==> config.mk <==
export PLATFORM = sky130hd
export DESIGN_NAME = parabolic_sine
export DESIGN_NICKNAME = d
export VERILOG_FILES = /design/src/rtl/psine_pkg.sv /design/src/rtl/psine_rom.sv /design/src/rtl/psine_ctrl.sv /design/src/rtl/psine_datapath.sv /design/src/rtl/parabolic_sine.sv
export SDC_FILE = /design/constraint.sdc
export NUM_CORES = 2
export LEC_CHECK = 0
export CAP_MARGIN = 10
export CORE_MARGIN = 3
export CORE_UTILIZATION = 60
export DETAILED_ROUTE_END_ITERATION = 6
export PLACE_DENSITY = 0.76
export SYNTH_ARGS = -nofsm -noshare
export SYNTH_HDL_FRONTEND = slang
export SYNTH_HIERARCHICAL = 1
export SYNTH_SLANG_ARGS = --single-unit
==> constraint.sdc <==
create_clock -name clk -period 27 [get_ports clk]
set_clock_uncertainty 0.05 [all_clocks]
set_input_delay 6.75 -clock clk [delete_from_list [all_inputs] [get_ports clk]]
set_output_delay 6.75 -clock clk [all_outputs]
set_load 0.02 [all_outputs]
==> src/rtl/psine_pkg.sv <==
package psine_pkg;

  // stage load strobes handed from control to datapath
  typedef struct packed {
    logic ld1;
    logic ld2;
    logic ld3;
  } stageCtrl_t;

  // sin(2*pi*num/den) scaled to amp, rounded; den must divide 2^20
  function automatic longint sinTurn(input longint num, input longint den, input longint amp);
    longint p, q, r, x, x2, term, sum, mag;
    p = (num * 64'sd1048576) / den;
    p = p % 64'sd1048576;
    q = p >>> 18;
    r = p & 64'sd262143;
    if (q == 1 || q == 3) r = 64'sd262144 - r;
    x = (r * 64'sd1686629713) >>> 18;     // radians in Q30
    x2 = (x * x) >>> 30;
    term = x;
    sum = x;
    for (int n = 1; n < 8; n++) begin
      term = -((term * x2) >>> 30) / ((2 * n) * (2 * n + 1));
      sum = sum + term;
    end
    mag = (sum * amp + 64'sd536870912) >>> 30;
    if (mag > amp) mag = amp;
    if (mag < 0) mag = 0;
    return (q >= 2) ? -mag : mag;
  endfunction

endpackage

==> src/rtl/psine_rom.sv <==
module psine_rom #(
  parameter int OUT_W = 16,
  parameter int SEG_BITS = 5
) (
  input  logic                    quarter,
  input  logic [SEG_BITS:0]       seg,
  output logic signed [OUT_W:0]   y0,
  output logic signed [OUT_W:0]   y1,
  output logic signed [OUT_W+1:0] curv
);
  import psine_pkg::*;

  localparam int NSEG = 2 ** SEG_BITS;
  localparam longint AMP = (64'sd1 <<< (OUT_W - 1)) - 1;

  logic signed [OUT_W:0]   endFull [NSEG+1];
  logic signed [OUT_W:0]   endQtr  [NSEG+1];
  logic signed [OUT_W+1:0] curvFull[NSEG];
  logic signed [OUT_W+1:0] curvQtr [NSEG];

  // end values: even half-points of the span
  for (genvar i = 0; i <= NSEG; i++) begin : gEnd
    localparam longint VF = sinTurn(2 * i, 2 * NSEG, AMP);
    localparam longint VQ = sinTurn(2 * i, 8 * NSEG, AMP);
    assign endFull[i] = (OUT_W+1)'(VF);
    assign endQtr[i]  = (OUT_W+1)'(VQ);
  end

  // bend term c = 4*mid - 2*start - 2*end makes the midpoint exact
  for (genvar i = 0; i < NSEG; i++) begin : gCurv
    localparam longint CF = 4 * sinTurn(2 * i + 1, 2 * NSEG, AMP)
                          - 2 * sinTurn(2 * i, 2 * NSEG, AMP)
                          - 2 * sinTurn(2 * i + 2, 2 * NSEG, AMP);
    localparam longint CQ = 4 * sinTurn(2 * i + 1, 8 * NSEG, AMP)
                          - 2 * sinTurn(2 * i, 8 * NSEG, AMP)
                          - 2 * sinTurn(2 * i + 2, 8 * NSEG, AMP);
    assign curvFull[i] = (OUT_W+2)'(CF);
    assign curvQtr[i]  = (OUT_W+2)'(CQ);
  end

  logic                atEnd;
  logic [SEG_BITS:0]   nxt;

  always_comb begin
    atEnd = (seg == (SEG_BITS+1)'(NSEG));
    nxt   = atEnd ? seg : seg + 1'b1;
    y0    = quarter ? endQtr[seg] : endFull[seg];
    y1    = quarter ? endQtr[nxt] : endFull[nxt];
    if (atEnd) curv = '0;
    else       curv = quarter ? curvQtr[seg[SEG_BITS-1:0]] : curvFull[seg[SEG_BITS-1:0]];
  end

endmodule

==> src/rtl/psine_ctrl.sv <==
module psine_ctrl (
  input  logic                   clk,
  input  logic                   rstN,
  input  logic                   inValid,
  output psine_pkg::stageCtrl_t  ctrl,
  output logic                   outValid
);
  logic v1, v2;

  always_ff @(posedge clk or negedge rstN) begin
    if (!rstN) begin
      v1 <= 1'b0;
      v2 <= 1'b0;
      outValid <= 1'b0;
    end else begin
      v1 <= inValid;
      v2 <= v1;
      outValid <= v2;
    end
  end

  assign ctrl.ld1 = inValid;
  assign ctrl.ld2 = v1;
  assign ctrl.ld3 = v2;

  // a sample accepted now is delivered three edges later
  assert_latency_R2: assert property (@(posedge clk) disable iff (!rstN)
    inValid |-> ##3 outValid);

endmodule

==> src/rtl/psine_datapath.sv <==
module psine_datapath #(
  parameter int PHASE_W = 16,
  parameter int OUT_W = 16,
  parameter int SEG_BITS = 5
) (
  input  logic                        clk,
  input  logic                        rstN,
  input  psine_pkg::stageCtrl_t       ctrl,
  input  logic [PHASE_W-1:0]          inPhase,
  input  logic                        quarterMode,
  output logic signed [OUT_W-1:0]     outSample
);
  localparam int F     = PHASE_W - SEG_BITS;   // fraction bits of t
  localparam int QW    = PHASE_W - 2;          // bits below the quadrant
  localparam int W2    = 2 * F;
  localparam int ACC_W = OUT_W + 2 * F + 4;
  localparam logic [W2-1:0] ONE_F = W2'(1) << F;
  localparam logic signed [ACC_W-1:0] HALF = ACC_W'(1) << (W2 - 1);
  localparam logic signed [ACC_W-1:0] AMPV = (ACC_W'(1) << (OUT_W - 1)) - ACC_W'(1);
  localparam logic signed [OUT_W-1:0] AMP_OUT = {1'b0, {(OUT_W-1){1'b1}}};

  // stage 0: fold and segment select
  logic [1:0]          quad;
  logic [QW-1:0]       rq;
  logic [QW:0]         rExt;
  logic [SEG_BITS:0]   seg0;
  logic [F-1:0]        t0;
  logic                neg0;

  always_comb begin
    quad = inPhase[PHASE_W-1 -: 2];
    rq   = inPhase[QW-1:0];
    rExt = quad[0] ? (((QW+1)'(1) << QW) - {1'b0, rq}) : {1'b0, rq};
    if (quarterMode) begin
      seg0 = rExt[QW -: SEG_BITS+1];
      t0   = {rExt[QW-SEG_BITS-1:0], 2'b00};
      neg0 = quad[1];
    end else begin
      seg0 = {1'b0, inPhase[PHASE_W-1 -: SEG_BITS]};
      t0   = inPhase[F-1:0];
      neg0 = 1'b0;
    end
  end

  logic signed [OUT_W:0]   romY0, romY1;
  logic signed [OUT_W+1:0] romC;

  psine_rom #(.OUT_W(OUT_W), .SEG_BITS(SEG_BITS)) uRom (
    .quarter(quarterMode), .seg(seg0), .y0(romY0), .y1(romY1), .curv(romC)
  );

  // stage 1: coefficients registered
  logic signed [OUT_W:0]   s1Y0;
  logic signed [OUT_W+1:0] s1D, s1C;
  logic [F-1:0]            s1T;
  logic                    s1Neg;

  always_ff @(posedge clk or negedge rstN) begin
    if (!rstN) begin
      s1Y0 <= '0; s1D <= '0; s1C <= '0; s1T <= '0; s1Neg <= 1'b0;
    end else if (ctrl.ld1) begin
      s1Y0  <= romY0;
      s1D   <= (OUT_W+2)'(romY1) - (OUT_W+2)'(romY0);
      s1C   <= romC;
      s1T   <= t0;
      s1Neg <= neg0;
    end
  end

  // stage 2: first multiplies, slope term and t*(1-t)
  logic signed [ACC_W-1:0] s2P1;
  logic [W2-1:0]           s2W;
  logic signed [OUT_W:0]   s2Y0;
  logic signed [OUT_W+1:0] s2C;
  logic                    s2Neg;

  always_ff @(posedge clk or negedge rstN) begin
    if (!rstN) begin
      s2P1 <= '0; s2W <= '0; s2Y0 <= '0; s2C <= '0; s2Neg <= 1'b0;
    end else if (ctrl.ld2) begin
      s2P1  <= ACC_W'(s1D) * ACC_W'(signed'({1'b0, s1T}));
      s2W   <= W2'(s1T) * (ONE_F - W2'(s1T));
      s2Y0  <= s1Y0;
      s2C   <= s1C;
      s2Neg <= s1Neg;
    end
  end

  // stage 3: bend multiply, sum, round, sign, saturate
  logic signed [ACC_W-1:0] sum, mag, val, sat;

  always_comb begin
    sum = (ACC_W'(s2Y0) <<< W2) + (s2P1 <<< F)
        + ACC_W'(s2C) * ACC_W'(signed'({1'b0, s2W})) + HALF;
    mag = sum >>> W2;
    val = s2Neg ? -mag : mag;
    if (val > AMPV)       sat = AMPV;
    else if (val < -AMPV) sat = -AMPV;
    else                  sat = val;
  end

  always_ff @(posedge clk or negedge rstN) begin
    if (!rstN)         outSample <= '0;
    else if (ctrl.ld3) outSample <= sat[OUT_W-1:0];
  end

  // output kept inside the symmetric range
  assert_range_R10: assert property (@(posedge clk) disable iff (!rstN)
    (outSample <= AMP_OUT) && (outSample >= -AMP_OUT));

  // result holds unless a new one is delivered
  assert_hold_R9: assert property (@(posedge clk) disable iff (!rstN)
    !ctrl.ld3 |=> $stable(outSample));

  // lower-half quadrants give a non-positive sample
  assert_sign_R6: assert property (@(posedge clk) disable iff (!rstN)
    (ctrl.ld3 && s2Neg) |=> (outSample <= 0));

  // without a sample the captured mode-dependent state is untouched
  assert_mode_R8: assert property (@(posedge clk) disable iff (!rstN)
    !ctrl.ld1 |=> ($stable(s1T) && $stable(s1Neg) && $stable(s1C)));

endmodule

==> src/rtl/parabolic_sine.sv <==
module parabolic_sine #(
  parameter int PHASE_W = 16,
  parameter int OUT_W = 16,
  parameter int SEG_BITS = 5
) (
  input  logic                     clk,
  input  logic                     rstN,
  input  logic                     inValid,
  input  logic [PHASE_W-1:0]       inPhase,
  input  logic                     quarterMode,
  output logic                     outValid,
  output logic signed [OUT_W-1:0]  outSample
);
  psine_pkg::stageCtrl_t ctrl;

  psine_ctrl uCtrl (
    .clk(clk), .rstN(rstN), .inValid(inValid), .ctrl(ctrl), .outValid(outValid)
  );

  psine_datapath #(.PHASE_W(PHASE_W), .OUT_W(OUT_W), .SEG_BITS(SEG_BITS)) uDp (
    .clk(clk), .rstN(rstN), .ctrl(ctrl), .inPhase(inPhase),
    .quarterMode(quarterMode), .outSample(outSample)
  );

endmodule

==> results.cfg <==
[setup_path]
cp-end-kind = flip-flop
cp_data_arrival_time_ns = 15.77
cp_common_cell = o21ai_0
path_max_fanout = 19
critical_path_class = primary input to flip-flop
slowest_delay_ns = 0.68
r2r_slack_ns = 16.64
cp-start-kind = primary input
worstPathRequired_ns = 27.32
crit_slowest_cell = ha_1

[grt]
grt_use_total_pct = 33.07
grt_pass1_wl_um = 175300
grt_max_degree = 72
grt_overflow = 0
first_global_vias = 32340
antenna_found_initial = 5

[yosys]
synth.top_cells.by_area = fa_1 33%, dfrtp_1 11%, ha_1 10%
yosysWarningCount = 6
synth_edf_count = 0
synth-async-reset-ratio_pct = 100.0
synth-seq-cells = 172
yosys_most_used_dff = dfrtp_1
yosysSeqAreaShare_pct = 11.09
synthesis.area_um2 = 38820
yosysTopAreaCellShare_pct = 32.85
syn_inst = 4481
synth.avg_cell_area_um2 = 8.663
synth_top_area_cell = fa_1
ys_types = 99

[die]
die_w_um = 260.4
io_pins = 37
rows = 92
core-area_um2 = 63540
initial_core_util_pct = 61.09
fp.dieArea_um2 = 67790
die_h_um = 260.4

[clock_network]
cts_made_buffers = 17
cts.sinks = 172
cts_hold_buf = 0
clk_latency_ns = 0.51
htreeDepth = 4
cts-resized-gates = 0
post-cts-setup-buffers = 0
cts_tree = done
clk_path_buf_depth = 2
cts_root_buf = clkbuf_16
clk_pin_slew_ns = 0.10

[sta]
holdWs_ns = 0.4093
period_minus_slack_ns = 15.45
rsz0062_at_grt = false
finalHoldViolCount = 0
tightest_slew_ns = 1.149
drv_slew = 0
finalSetupTns_ns = 0
finalSetupViolCount = 0
slew_headroom_pct = 23.02
fin_crit_sh_pct = 57.24
max_freq_mhz = 64.71

[drt]
routed-via-count = 30968
wl_um = 107100
via_per_inst = 5.980
wire_per_inst_um = 20.69
dr.first_iter.drc_count = 2585
drtAntennaViolNets = 0
drc = 0
dr.pass1.iters = 6

[placed_design]
portBuffers = 36
dp_hpwl_um = 81180
gp_congestion = 0.9856

[cells_and_area]
fin_nets = 5295
syn2layout_area_growth_pct = 3.597
layout-drive-gt1-share_pct = 5.886

[run_status]
status = finished clean

[worst_hold_path]
min_path_type = flip-flop to flip-flop

[job]
drv_cap = 0
[sequential cells by signal, indices dropped and copies added (netlist names), 11 cells and up]
signal,flops
uDp/s2P1,30
uDp/s2W,22
uDp/s1C,18
uDp/s1D,18
uDp/s2C,18
uDp/s1Y0,17
uDp/s2Y0,17
uDp/outSample,16
uDp/s1T,11
[stage by stage]
stage / area, um^2 / util [%] / setup slack [ns] / std cells
2_1_floorplan: 38850 / - / 13.13 / 4489
3_3_place_gp: 39560 / 62.26 / 11.42 / 5146
3_5_place_dp: 39560 / 62.26 / 11.30 / 5146
4_1_cts: 40210 / 63.29 / 11.77 / 5178
5_1_grt: 40210 / 63.29 / 10.78 / 5178
6_report: 40220 / 63.29 / 11.55 / 5179
[layout make-up]
type                    instances  area (um^2)
fillers                      5397        23320
inverters                     845         3172
clock buffers                  17        425.4
well taps                     846         1059
diodes                          1        2.502
clock inverters                15        227.7
flip-flops and latches        172         4308
multi-input cells            3186        30210
repair buffers                 97        812.0
[placed cells by master (no fill, tap or decap), types with 33 or more instances in the layout]
cell type        count
nand2b_1            93
buf_4               61
nand2_1            500
nor3_1              50
a21oi_1            156
nor2_1             163
dfrtp_1            171
mux2_2             104
ha_1               319
fa_1               637
clkdlybuf4s50_1     33
xnor2_1             64
a211oi_1            34
a31oi_1             35
and2_1             266
o21ai_0            179
nand3_1             51
nor2b_1             70
inv_1              841
[path summary, 6_finish.rpt]
kind | end | from | depth (start not counted)
min in group asynchronous | uDp/outSample[9] | rstN | 1
min reg2reg | uCtrl/outValid | uCtrl/v2 | 0
max | uDp/s1D[14] | inPhase[0] | 38
min | uCtrl/outValid | uCtrl/v2 | 0
max in group asynchronous | uCtrl/v1 | rstN | 3
max reg2reg | uDp/outSample[4] | uDp/s2C[5] | 27
[kinds of logic (layout without fill, tap and decap cells)]
logic type / Yosys count / after routing / synth area share (%)
compound gates: 700 / 700 / 12.00
xor+xnor: 98 / 98 / 2.230
fa+ha+maj: 956 / 956 / 43.13
buf+inv: 1131 / 974 / 11.33
flops: 172 / 172 / 11.09
mux: 122 / 122 / 3.484
other cells: 3 / 12 / 0.02901
simple gates: 1299 / 1299 / 16.70
[cell usage after synthesis, types with 35 or more instances]
cell type,count
clkbuf_1,208
inv_1,841
nand2_1,500
a211oi_1,35
nor3_1,50
a21oi_1,156
fa_1,637
nand2b_1,93
nor2_1,163
nor2b_1,70
nand3_1,51
ha_1,319
mux2_2,104
dfrtp_1,172
xnor2_1,67
and2_1,266
buf_2,38
o21ai_0,179
a31oi_1,35
[worst max-delay path, delay by kind of cell]
kind,cells,cell delay (ns)
buffers and inverters,6,1.44
adders and majority gates,4,1.77
xor gates and xnor gates,1,0.17
AOI/OAI and AO/OA,18,3.67
and+or+nand+nor,9,1.93
[routing by layer]
metal | GRT usage (%) | wire [um] | up-vias
li1 | - | - | 13849
met1 | 43.03 | 42670 | 15491
met2 | 54.34 | 50850 | 1310
met3 | 5.852 | 8297 | 312
met4 | 14.76 | 5272 | 6
met5 | 0 | 45 | -
Power is not shown: default switching activity piles up to over one toggle a cycle in this logic, so the estimate is an artifact.
